File: src/rtl/dclk_pkg.sv
package dclk_pkg;

  localparam int SEL_W = 3;
  localparam int CNT_W = 6;
  localparam int PER_W = CNT_W + 1;

  typedef struct packed {
    logic             both_edge;
    logic [CNT_W-1:0] prescale;
  } ratio_cfg_t;

  // Code to (edge mode, prescale). Rising-only: one tick per two clk2x cycles.
  function automatic ratio_cfg_t decode_ratio(input logic [SEL_W-1:0] code);
    ratio_cfg_t c;
    case (code)
      3'd1:    c = '{both_edge: 1'b0, prescale: CNT_W'(24)};
      3'd2:    c = '{both_edge: 1'b1, prescale: CNT_W'(32)};
      3'd3:    c = '{both_edge: 1'b1, prescale: CNT_W'(24)};
      3'd4:    c = '{both_edge: 1'b1, prescale: CNT_W'(16)};
      3'd5:    c = '{both_edge: 1'b1, prescale: CNT_W'(8)};
      default: c = '{both_edge: 1'b0, prescale: CNT_W'(32)};
    endcase
    return c;
  endfunction

  // Dot period measured in clk2x cycles.
  function automatic logic [PER_W-1:0] period_of(input ratio_cfg_t c);
    return c.both_edge ? {1'b0, c.prescale} : {c.prescale, 1'b0};
  endfunction

endpackage

File: src/rtl/dclk_ratio_reg.sv
module dclk_ratio_reg
  import dclk_pkg::*;
(
  input  logic             clk,
  input  logic             rst_n,
  input  logic             enable,
  input  logic             term_count,
  input  logic [SEL_W-1:0] ratio_sel,
  output ratio_cfg_t       cfg_q
);

  // Follows the select while idle; otherwise reloads only at a period boundary.
  always_ff @(posedge clk or negedge rst_n) begin
    if (!rst_n)                    cfg_q <= decode_ratio('0);
    else if (!enable || term_count) cfg_q <= decode_ratio(ratio_sel);
  end

endmodule

File: src/rtl/dclk_edge_gate.sv
module dclk_edge_gate (
  input  logic clk,
  input  logic rst_n,
  input  logic enable,
  input  logic both_edge,
  input  logic term_count,
  output logic tick
);

  logic phase_q;

  // phase_q marks the second half of an oscillator period in rising-only mode.
  always_ff @(posedge clk or negedge rst_n) begin
    if (!rst_n)                    phase_q <= 1'b0;
    else if (!enable || term_count) phase_q <= 1'b0;
    else                           phase_q <= ~phase_q;
  end

  assign tick = both_edge | phase_q;

endmodule

File: src/rtl/dclk_prescaler.sv
module dclk_prescaler #(
  parameter int CNT_W = 6
) (
  input  logic             clk,
  input  logic             rst_n,
  input  logic             enable,
  input  logic             tick,
  input  logic [CNT_W-1:0] prescale,
  output logic [CNT_W-1:0] cnt_q,
  output logic             term_count
);

  logic at_last;

  assign at_last    = (cnt_q == prescale - CNT_W'(1));
  assign term_count = enable & tick & at_last;

  always_ff @(posedge clk or negedge rst_n) begin
    if (!rst_n)          cnt_q <= '0;
    else if (!enable)    cnt_q <= '0;
    else if (term_count) cnt_q <= '0;
    else if (tick)       cnt_q <= cnt_q + CNT_W'(1);
  end

endmodule

File: src/rtl/dot_clock_divider.sv
module dot_clock_divider
  import dclk_pkg::*;
(
  input  logic             clk2x,
  input  logic             rst_n,
  input  logic             enable,
  input  logic [SEL_W-1:0] ratio_sel,
  output logic             dot_strobe
);

  ratio_cfg_t       cfg;
  logic             tick;
  logic             term_count;
  logic [CNT_W-1:0] cnt;

  dclk_ratio_reg u_ratio (
    .clk       (clk2x),
    .rst_n     (rst_n),
    .enable    (enable),
    .term_count(term_count),
    .ratio_sel (ratio_sel),
    .cfg_q     (cfg)
  );

  dclk_edge_gate u_edge (
    .clk       (clk2x),
    .rst_n     (rst_n),
    .enable    (enable),
    .both_edge (cfg.both_edge),
    .term_count(term_count),
    .tick      (tick)
  );

  dclk_prescaler #(.CNT_W(CNT_W)) u_pre (
    .clk       (clk2x),
    .rst_n     (rst_n),
    .enable    (enable),
    .tick      (tick),
    .prescale  (cfg.prescale),
    .cnt_q     (cnt),
    .term_count(term_count)
  );

  always_ff @(posedge clk2x or negedge rst_n) begin
    if (!rst_n) dot_strobe <= 1'b0;
    else        dot_strobe <= term_count;
  end

endmodule

File: config.mk
export PLATFORM = sky130hd
export DESIGN_NAME = dot_clock_divider
export DESIGN_NICKNAME = d
export VERILOG_FILES = /design/src/rtl/dclk_pkg.sv /design/src/rtl/dclk_ratio_reg.sv /design/src/rtl/dclk_edge_gate.sv /design/src/rtl/dclk_prescaler.sv /design/src/rtl/dot_clock_divider.sv
export SDC_FILE = /design/constraint.sdc
export NUM_CORES = 1
export LEC_CHECK = 0
export BUFFER_PORTS_ARGS = -buffer_cell sky130_fd_sc_hd__clkbuf_2
export CORE_AREA = 2 2 39 41
export CTS_BUF_LIST = sky130_fd_sc_hd__clkbuf_8 sky130_fd_sc_hd__clkbuf_16
export CTS_CLUSTER_DIAMETER = 40
export DETAILED_ROUTE_END_ITERATION = 10
export DIE_AREA = 0 0 41 43
export PLACE_DENSITY = 0.67
export SETUP_SLACK_MARGIN = 0.2
export SYNTH_ARGS = -nofsm -noshare
export SYNTH_HDL_FRONTEND = slang
export SYNTH_SLANG_ARGS = --single-unit
File: constraint.sdc
create_clock -name clk2x -period 3 [get_ports clk2x]
set_input_delay 0.3 -clock clk2x [delete_from_list [all_inputs] [get_ports clk2x]]
set_output_delay 0.3 -clock clk2x [all_outputs]
set_load 0.1 [all_outputs]
Word-level counts from Yosys, hierarchy flattened. Cells that the tools add are included.

Register bits after elaboration: 15. Output and inout port bits: 1. Word-level logic and storage cells: 25.

Multiplexer cells: 5. Add/sub/neg operators: 2. Reductions and logical operators: 2. Bitwise gates (word level): 4. Equal/unequal tests: 7.

Operator list (number): one-hot mux 7 bit (5 select lines) (1); two-way mux 6 bit (3); adder 6 x 1 -> 6 bit, second input constant (1); equality test 3 x 2 -> 1 bit, second input constant (2); equality test 3 bit, second input constant (2); equality test 6 bit (1); subtractor 6 x 1 -> 6 bit, second input constant (1); equality test 3 x 1 -> 1 bit, second input constant (1); inequality test 3 x 1 -> 1 bit, second input constant (1); bitwise AND 1 bit (2); zero test 1 bit (1); logical OR 1 bit (1); two-way mux 1 bit (1); NOT 1 bit (1); OR 1 bit (1).

Longest topological paths before layout. Gate-level depths: netlist of run 1.

Word-level depth: 5. Mapped depth: 5. Depth with buffers taken out: 5.

Modules after synthesis. Synthesis of run 1 repeated with hierarchy kept, for this count alone.

Cell total of the unflattened synthesis: 85. Area total of the unflattened synthesis: 794.5 sq um.

Modules (own cells, without submodules): dclk_prescaler (times used 1, area each 499.2 sq um, cells each 60, sequential area each 150.1 sq um); dclk_ratio_reg (times used 1, area each 231.5 sq um, cells each 21, sequential area each 101.3 sq um); dclk_edge_gate (times used 1, area each 38.8 sq um, cells each 3, sequential area each 25.0 sq um); dot_clock_divider (times used 1, area each 25.0 sq um, cells each 1, sequential area each 25.0 sq um).

Worst setup path after synthesis of run 1. OpenSTA, ideal clock, no wires.

Path type: reg2reg. From: reg u_ratio.cfg_q[3] (netlist bit). To: reg u_ratio.cfg_q[4] (netlist bit). Cell stages (with the launch flop): 6. Path slack: 1.063 ns. Setup time: 0.125 ns. Clock period less this slack: 1.937 ns. Data arrival time: 1.812 ns. Cell sequence: dfrtp_1 inv_1 ha_1 xor3_2 o41ai_4 mux2_4.

Longest elaborated chain between the ends: 4.

Ends and longest elaborated chain: start: declaration (RTL line dclk_ratio_reg.sv:9) `output ratio_cfg_t cfg_q`; start signal: assignment (RTL line dclk_ratio_reg.sv:14) `if (!rst_n) cfg_q <= decode_ratio('0);`; start signal: assignment (RTL line dclk_ratio_reg.sv:15) `else if (!enable || term_count) cfg_q <= decode_ratio(ratio_sel);`; subtractor 6 x 1 -> 6 bit (RTL line dclk_prescaler.sv:15) `assign at_last = (cnt_q == prescale - CNT_W'(1));`; equality test 6 bit (RTL line dclk_prescaler.sv:15); bitwise AND 1 bit (RTL line dclk_prescaler.sv:16) `assign term_count = enable & tick & at_last;`; logical OR 1 bit (RTL line dclk_ratio_reg.sv:15).

No other way between the ends. A chain may end at the register's enable or synchronous reset.

Worst setup path after layout of run 1.
From: reg u_ratio.cfg_q[3] (netlist bit). To: reg u_ratio.cfg_q[6] (netlist bit).

The elaborated chain is that of the path after synthesis.

==> flow_metrics.tcl, run 1 <==
set metrics [dict create \
    grt_util_all_layers_pct 17.7 \
    hold_ws_ps 322 \
    crit_fanout 9 \
    drive_above_1_share_pct 23.6 \
    finalPower_mw 0.436 \
    instances_no_fill 88 \
    numCtsBuffers 3 \
    setup_violations 0 \
    grt_pass1_vias 461 \
    drt-initial-drc-count 7 \
    syn_to_final_growth_pct 17.2 \
    seqCellArea_um2 302 \
    dp_slack_ps 890 \
    fillers 119 \
    clk_pin_slew_ps 50 \
    r2r-start "u_ratio.cfg_q[3]" \
    slew-limit-headroom_pct 54.4 \
    hold-path-cell-count 3 \
    fin_crit_sh_pct 70.1 \
    io_pins 7 \
    final_util_pct 56.6 \
    place.gp.congestion 0.791 \
    min-delay-start "ratio_sel[0]" \
    cts_resized 0 \
    ir_drop_uv 473 \
    max_freq_ghz 0.475 \
    viasPerCell 5.40 \
    critical_path_required_ps 3130 \
    overflow 0 \
    status "complete, no violations" \
    die_w_um 41 \
    grt_setup_unrepaired "false" \
    powerDensity_nw_per_um2 557 \
    yosys_warnings 0 \
    clock-sinks 12 \
    htreeDepth 1 \
    hold_path.class "input port to flop" \
    drtAntennaViolNets 0 \
    synth.ff_latch_count 12 \
    core_area_um2 1380 \
    slew_viol_final 0 \
    cts_root_buf "clkbuf_8" \
    avgSynthCellArea_um2 11.0 \
    syn_inst 61 \
    die_h_um 43 \
    finalInstanceArea_um2 783 \
    routed_wl_um 1140 \
    min_to "u_ratio.cfg_q[3]" \
    period_needed_ps 2100 \
    core.rowCount 14 \
    tightest_slew_ps 682 \
    startpoint_type "flop" \
    wl_per_cell_um 13.0 \
    clock_latency_ps 240 \
    cts_tree "yes" \
    fin_worst_skew_ps 3.25 \
    critPathKind "flop to flop" \
    multi_input_area_um2 348 \
    initial_core_util_pct 48.3 \
    worstPathArrival_ps 2230 \
    p_leak_nw 0.360 \
    fin_setup_tns_ps 0 \
    num_antenna_cells 0 \
    dp_hpwl_um 839 \
    yosysSeqAreaShare_pct 45.1 \
    grt_max_degree 13 \
    vias 475 \
    postPlaceCellArea_um2 718 \
    antenna_found_initial 0 \
    place_inst 83 \
    rr_endpoint "u_ratio.cfg_q[6]" \
    num-nets-final 81 \
    grt_pass1_wl_um 1980 \
    synthesis.nets 69 \
    synthesis.area_um2 668 \
    hold_viol_final 0 \
    ff2ff_setup_slack_ps 900 \
    dieArea_um2 1760 \
    numPortBuffers 6 \
    reg2regPathDepth 5 \
    cp-end-kind "flop" \
    postLayoutSetupSlackWorst_ps 896 \
    cts_max_path_buffers 2 \
    cap_violations 0 \
    dr.pass1.iters 4 \
    drc 0 \
    synth_cell_type_count 26 \
]
==> kinds of logic after synthesis <==
group | count (synthesis) | share of synthesized area (%)
AO/OA/AOI/OAI | 16 | 18.2
XOR/XNOR | 4 | 7.68
adder cells (fa/ha/maj) | 2 | 3.74
buffers and inverters | 5 | 2.81
flip-flops | 12 | 45.1
multiplexers | 5 | 8.99
AND/OR/NAND/NOR | 17 | 13.5
==> sequential cells by signal, summed over array words and instances, names as in the netlist <==
| register | count |
|---|---|
| u_pre.cnt_q | 6 |
| dot_strobe | 1 |
| u_ratio.cfg_q | 4 |
| u_edge.phase_q | 1 |
==> synthesized netlist by cell type <==
cell type,count,area [um^2]
and2_1,1,6.26
nor2_1,2,7.51
or4_2,1,8.76
or3_1,3,18.8
o41ai_1,1,8.76
nand2b_1,1,6.26
dfrtp_1,11,275
o21ba_2,1,10.0
xnor2_1,2,17.5
xor2_1,1,8.76
inv_1,5,18.8
a21oi_1,4,20.0
o211ai_1,1,7.51
mux2_4,2,30.0
nand2_1,5,18.8
o41ai_4,1,27.5
a21boi_0,2,15.0
dfstp_2,1,26.3
nand3_1,2,10.0
nor3b_1,1,7.51
o31ai_1,1,7.51
nor4_1,1,6.26
o21ai_0,5,25.0
mux2i_1,3,30.0
ha_1,2,25.0
xor3_2,1,25.0
==> cell type report <==
type	count	area share, %
timing repair buffer	7	5.11
multi-input combinational	44	44.4
clock buffer	4	7.03
inverter	5	2.40
tap	16	2.56
sequential	12	38.5
==> routing by layer <==
metal | track usage [%] | share of wire, % | vias up
met5 | 0 | 0 | -
met4 | 12.0 | 3.1 | 0
met3 | 6.28 | 3.3 | 4
met2 | 23.1 | 47 | 10
met1 | 23.5 | 47 | 219
li1 | - | - | 242
==> cells in the final DEF (no fill, tap or decap), drive strengths merged, types with 2 or more instances in the layout <==
| cell | instances |
|---|---|
| nor2 | 2 |
| xnor2 | 2 |
| nand3 | 2 |
| a21boi | 2 |
| mux2i | 3 |
| clkbuf | 10 |
| o41ai | 2 |
| o21ai | 5 |
| or3 | 3 |
| inv | 5 |
| ha | 2 |
| nand2 | 5 |
| mux2 | 2 |
| a21oi | 4 |
| dfrtp | 11 |
==> power breakdown <==
part           total (mW)  switching (mW)  internal [mW]
Combinational      0.0694          0.0356         0.0338
Clock               0.179          0.0627          0.116
Sequential          0.188          0.0125          0.176
==> critical path, cell delays in order, from the launching register on <==
cell and delay, ps:
dfrtp_1 360, inv_1 60, ha_1 210, xor3_2 420, o41ai_4 580, mux2_4 350
==> how the worst max path moves through the flow <==
stage	from	endpoint	slack (ps)	depth (start not counted)
finish	u_ratio.cfg_q[3]	u_ratio.cfg_q[6]	900	5
global placement	u_ratio.cfg_q[3]	u_ratio.cfg_q[4]	950	5
detailed placement	u_ratio.cfg_q[3]	u_ratio.cfg_q[6]	890	5
global route	u_ratio.cfg_q[3]	u_ratio.cfg_q[4]	840	5
CTS	u_ratio.cfg_q[3]	u_ratio.cfg_q[6]	890	5
floorplan	u_ratio.cfg_q[3]	u_ratio.cfg_q[4]	1060	5
==> repair_timing <==
item / CTS / global route
endpoints found under the setup margin: 0 / 0
setup buffers: 0 / 0
hold buffers: 1 / 0
hold endpoints to repair: 11 / 0
Note: power is estimated with default switching activity, not from simulation.
==> inputs of run 2 (changes only) <==
--- a/config.mk
+++ b/config.mk
@@ -6,12 +6,11 @@
 export NUM_CORES = 1
 export LEC_CHECK = 0
 export BUFFER_PORTS_ARGS = -buffer_cell sky130_fd_sc_hd__clkbuf_2
-export CORE_AREA = 2 2 39 41
+export CORE_UTILIZATION = 49
 export CTS_BUF_LIST = sky130_fd_sc_hd__clkbuf_8 sky130_fd_sc_hd__clkbuf_16
 export CTS_CLUSTER_DIAMETER = 40
 export DETAILED_ROUTE_END_ITERATION = 10
-export DIE_AREA = 0 0 41 43
-export PLACE_DENSITY = 0.67
+export PLACE_DENSITY = 0.68
 export SETUP_SLACK_MARGIN = 0.2
 export SYNTH_ARGS = -nofsm -noshare
 export SYNTH_HDL_FRONTEND = slang
==> constraint.sdc (replaced) <==
create_clock -name clk2x -period 1.7 [get_ports clk2x]
set_input_delay 0.17 -clock clk2x [delete_from_list [all_inputs] [get_ports clk2x]]
set_output_delay 0.17 -clock clk2x [all_outputs]
set_load 0.1 [all_outputs]
==> flow_metrics.tcl, run 2 (synthesis results as in run 1) <==
set metrics [dict create \
    clock-sinks 12 \
    powerDensity_nw_per_um2 861 \
    htreeDepth 1 \
    grt_pass1_vias 653 \
    largest_register "u_pre.cnt_q" \
    fin_setup_tns_ps -333 \
    place.gp.congestion 0.776 \
    cts_tree "yes" \
    slowest_delay_ps 390 \
    drive_above_1_share_pct 49.5 \
    slew_viol_final 0 \
    max_freq_ghz 0.556 \
    routed_wl_um 1860 \
    violations "negative setup slack" \
    min_to "u_ratio.cfg_q[3]" \
    startpoint_type "flop" \
    setup_violations 9 \
    critical_path_required_ps 1830 \
    use_met1_pct 30.9 \
    tightest_slew_ps 537 \
    die_w_um 38.9 \
    critPathKind "flop to flop" \
    dp_slack_ps -128 \
    cts_max_path_buffers 2 \
    met3_usage_pct 5.78 \
    initial_core_util_pct 56.3 \
    clk_pin_slew_ps 50 \
    fillers 66 \
    final_common_cell "buf_4" \
    cp_slowest_cell "dfrtp_1" \
    cap_violations 0 \
    path_delay_family "flip-flops" \
    postLayoutSetupSlackWorst_ps -98.1 \
    p_leak_nw 0.471 \
    hold_viol_final 0 \
    crit_fanout 3 \
    worstPathArrival_ps 1930 \
    core_area_um2 1190 \
    slew-limit-headroom_pct 64.3 \
    final_cell_mix "buf_4 (17), dfrtp_1 (11), clkbuf_2 (6)" \
    num_antenna_cells 0 \
    antenna_found_initial 0 \
    numCtsBuffers 3 \
    status "complete, but fails checks" \
    grt-busiest-layer "met2" \
    die_h_um 38.9 \
    overflow 0 \
    wl_per_cell_um 17.4 \
    path_buf_inv 2 \
    core.rowCount 12 \
    drc 0 \
    ff2ff_setup_slack_ps -100 \
    viasPerCell 5.63 \
    numPortBuffers 6 \
    r2r-start "u_ratio.cfg_q[4]" \
    cts_root_buf "clkbuf_8" \
    fin_worst_skew_ps 1.12 \
    grt_util_all_layers_pct 29.1 \
    grt_max_degree 13 \
    ir_drop_uv 611 \
    rr_endpoint "u_ratio.cfg_q[6]" \
    hold_ws_ps 201 \
    vias 602 \
    dr.pass1.iters 3 \
    drtAntennaViolNets 0 \
    reg_top3 "u_pre.cnt_q: 6 flops, u_ratio.cfg_q: 4 flops" \
    largest_reg_flops 6 \
    cp-end-kind "flop" \
    num-nets-final 102 \
    dieArea_um2 1520 \
    io_pins 7 \
    use_met2_pct 50.4 \
    grt_setup_unrepaired "true" \
    hold-path-cell-count 3 \
    period_needed_ps 1800 \
    fin_crit_sh_pct 106 \
    reg2regPathDepth 6 \
    drt-initial-drc-count 4 \
    clock_latency_ps 240 \
    syn_to_final_growth_pct 48.7 \
    crit_chain "inv_2 > ha_4 > xnor2_4 > o41ai_4 > buf_4 > mux2_4" \
    hold_path.class "input port to flop" \
    grt_pass1_wl_um 2800 \
    min-delay-start "ratio_sel[0]" \
]
-- run 2: cell count changes in the layout (fill, tap and decap cells not counted), moves of 2 or more --
| cell | before | now |
|---|---|---|
| a21oi_1 | 4 | 0 |
| a21oi_2 | 0 | 4 |
| buf_4 | 0 | 17 |
| buf_6 | 0 | 4 |
| inv_2 | 0 | 2 |
-- run 2: area by class of cell --
class                           count  area [um^2]  area share (%)
Timing Repair Buffer               28          213            21.4
Sequential cell                    12          302            30.4
Clock inverter                      1         3.75           0.378
Inverter                            5         18.8            1.89
Multi-Input combinational cell     44          398            40.1
Clock buffer                        3         41.3            4.16
Tap cell                           14         17.5            1.76
-- run 2: metrics by stage --
stage	power [mW]	area, um^2	utilization, %	cells
3_5_place_dp	0.521	833	70.3	94
5_1_grt	0.894	993	83.8	107
2_1_floorplan	0.436	688	-	61
6_report	0.855	993	83.8	107
3_3_place_gp	0.515	833	70.3	94
4_1_cts	0.826	975	82.2	105
-- run 2: worst register-to-register path: stages (launching register included) --
cell,delay [ps]
dfrtp_1,390
inv_2,80
ha_4,220
xnor2_4,140
o41ai_4,380
buf_4,180
mux2_4,290
-- run 2: metal layers --
| metal | share of wire [%] | routed length (um) | vias up |
|---|---|---|---|
| li1 | - | - | 285 |
| met4 | 6.6 | 123 | 0 |
| met2 | 49 | 903 | 19 |
| met5 | 0 | 0 | - |
| met3 | 3.4 | 63 | 15 |
| met1 | 41 | 770 | 283 |
-- run 2: power by group --
group,internal (mW),switching (mW)
sequential,0.310,0.0206
clock,0.160,0.111
combinational,0.145,0.109
total,0.615,0.240
-- run 2: how the worst max path moves through the flow --
stage                                 from          endpoint  cells after the start
after detailed placement  u_ratio.cfg_q[5]  u_ratio.cfg_q[5]                      4
after CTS                 u_ratio.cfg_q[4]  u_ratio.cfg_q[6]                      6
final                     u_ratio.cfg_q[4]  u_ratio.cfg_q[6]                      6
after global routing      u_ratio.cfg_q[3]  u_ratio.cfg_q[4]                      6
after global placement    u_ratio.cfg_q[4]  u_ratio.cfg_q[3]                      6
after floorplan           u_ratio.cfg_q[5]  u_ratio.cfg_q[4]                      3
-- run 2: repair_timing --
item                       CTS  global route
setup endpoints to repair   10            11
hold endpoints to repair    11             0
resized for setup           11             2
pin swaps                    4             0
hold buffers                 1             0
setup buffers                6             2
==> inputs of run 3 (changes only) <==
--- a/config.mk
+++ b/config.mk
@@ -6,11 +6,11 @@
 export NUM_CORES = 1
 export LEC_CHECK = 0
 export BUFFER_PORTS_ARGS = -buffer_cell sky130_fd_sc_hd__clkbuf_2
-export CORE_UTILIZATION = 49
+export CORE_UTILIZATION = 40
 export CTS_BUF_LIST = sky130_fd_sc_hd__clkbuf_8 sky130_fd_sc_hd__clkbuf_16
 export CTS_CLUSTER_DIAMETER = 40
 export DETAILED_ROUTE_END_ITERATION = 10
-export PLACE_DENSITY = 0.68
+export PLACE_DENSITY = 0.57
 export SETUP_SLACK_MARGIN = 0.2
 export SYNTH_ARGS = -nofsm -noshare
 export SYNTH_HDL_FRONTEND = slang
==> flow_metrics.tcl, run 3 (synthesis results as in run 1) <==
set metrics [dict create \
    status "complete, but fails checks" \
    violations "negative setup slack" \
    initial_core_util_pct 43.3 \
    overflow 0 \
    fin_crit_sh_pct 104 \
    place.gp.congestion 0.724 \
    hold_viol_final 0 \
    die_h_um 42.9 \
    core_area_um2 1540 \
    numCtsBuffers 3 \
    largest_register "u_pre.cnt_q" \
    slew_viol_final 0 \
    num-nets-final 100 \
    antenna_found_initial 0 \
    cap_violations 0 \
    hold_path.class "input port to flop" \
    grt_pass1_vias 560 \
    reg_top3 "u_pre.cnt_q: 6 flops, u_ratio.cfg_q: 4 flops" \
    startpoint_type "flop" \
    dp_slack_ps -119 \
    die_w_um 42.9 \
    cts_max_path_buffers 2 \
    final_util_pct 64.4 \
    drt-initial-drc-count 3 \
    final_common_cell "buf_4" \
    viasPerCell 5.08 \
    largest_reg_flops 6 \
    drc 0 \
    fin_worst_skew_ps 2.83 \
    cts_root_buf "clkbuf_8" \
    cp-end-kind "flop" \
    slew-limit-headroom_pct 64.3 \
    hold-path-cell-count 3 \
    grt_max_degree 13 \
    reg2regPathDepth 6 \
    critPathKind "flop to flop" \
    vias 544 \
    use_met1_pct 22.0 \
    max_freq_ghz 0.566 \
    dp_hpwl_um 948 \
    routed_wl_um 1360 \
    grt_setup_unrepaired "true" \
    drtAntennaViolNets 0 \
    clk_pin_slew_ps 50 \
    grt_pass1_wl_um 2360 \
    cts_tree "yes" \
    htreeDepth 1 \
    io_pins 7 \
    setup_violations 2 \
    wl_per_cell_um 12.7 \
    cp_slowest_cell "dfrtp_1" \
    ir_drop_uv 593 \
    numPortBuffers 6 \
    finalPower_mw 0.870 \
    postLayoutSetupSlackWorst_ps -67.4 \
    crit_chain "inv_2 > ha_4 > xnor2_4 > o41ai_4 > buf_4 > mux2_4" \
    dieArea_um2 1840 \
    powerDensity_nw_per_um2 877 \
    clock_latency_ps 240 \
    num_antenna_cells 0 \
    slowest_delay_ps 380 \
    p_leak_nw 0.465 \
    core.rowCount 14 \
    syn_to_final_growth_pct 48.5 \
    crit_fanout 3 \
    use_met2_pct 29.7 \
    grt-busiest-layer "met2" \
    fin_setup_tns_ps -122 \
    clock-sinks 12 \
    tightest_slew_ps 537 \
    grt_util_all_layers_pct 17.4 \
    worstPathArrival_ps 1890 \
    final_cell_mix "buf_4 (18), dfrtp_1 (11), clkbuf_2 (6)" \
    period_needed_ps 1770 \
    dr.pass1.iters 4 \
    critical_path_required_ps 1820 \
    drive_above_1_share_pct 48.4 \
    met3_usage_pct 1.70 \
]
[run 3: cell count changes in the layout (fill, tap and decap cells not counted)]
cell,previous run,this run
inv_1,4,3
buf_4,17,18
mux2i_2,1,0
buf_6,4,0
mux2i_1,2,3
a21oi_4,0,1
clkbuf_8,3,4
a21oi_2,4,3
buf_12,0,1
[run 3: layer usage]
layer  wire (um)  part of all wire (%)
met3          28                   2.1
met1         636                    47
met5           0                     0
met2         682                    50
met4          13                  0.96
[run 3: report_power, final]
group,switching (mW),internal [mW]
Sequential,0.0192,0.310
Clock,0.109,0.205
Combinational,0.0920,0.135
Total,0.220,0.650
[run 3: worst max-delay path: cells and delay by family, from the launching register on]
family | cells | cell delay [ps]
DFF | 1 | 380
muxes | 1 | 300
AOI/OAI and AO/OA | 1 | 350
buffers and inverters | 2 | 270
xor gates and xnor gates | 1 | 140
adders and majority gates | 1 | 210
[run 3: through the flow]
stage	hold WS, ps	area (um^2)	std cells
finish	183	992	107
global route	200	992	107
CTS	184	970	105
detailed placement	78.9	836	96
global placement	74.2	836	96
floorplan	-126	688	61
[run 3: path summary, 6_finish.rpt]
check | from | to | slack, ps
worst min-delay path | ratio_sel[0] | u_ratio.cfg_q[3] | 180
worst max-delay path | u_ratio.cfg_q[3] | u_ratio.cfg_q[4] | -70
worst max register to register | u_ratio.cfg_q[3] | u_ratio.cfg_q[4] | -70
worst min register to register | u_ratio.cfg_q[5] | u_ratio.cfg_q[5] | 490
min in group asynchronous | rst_n | dot_strobe | 350
max in group asynchronous | rst_n | u_ratio.cfg_q[5] | 1060
[run 3: what timing repair did]
| action | CTS | global route |
|---|---|---|
| hold buffers | 1 | 0 |
| buffers inserted | 4 | 2 |
| pin swaps | 1 | 0 |
| setup endpoints to repair | 10 | 11 |
| gates resized for setup | 8 | 1 |
| endpoints found under the hold margin | 11 | 0 |
[run 3: cell type report]
type / instances / area, um^2
inverters: 5 / 18.8
well taps: 16 / 20.0
clock buffers: 4 / 55.1
flip-flops and latches: 12 / 302
fillers: 114 / 549
multi-input cells: 44 / 402
repair buffers: 26 / 195
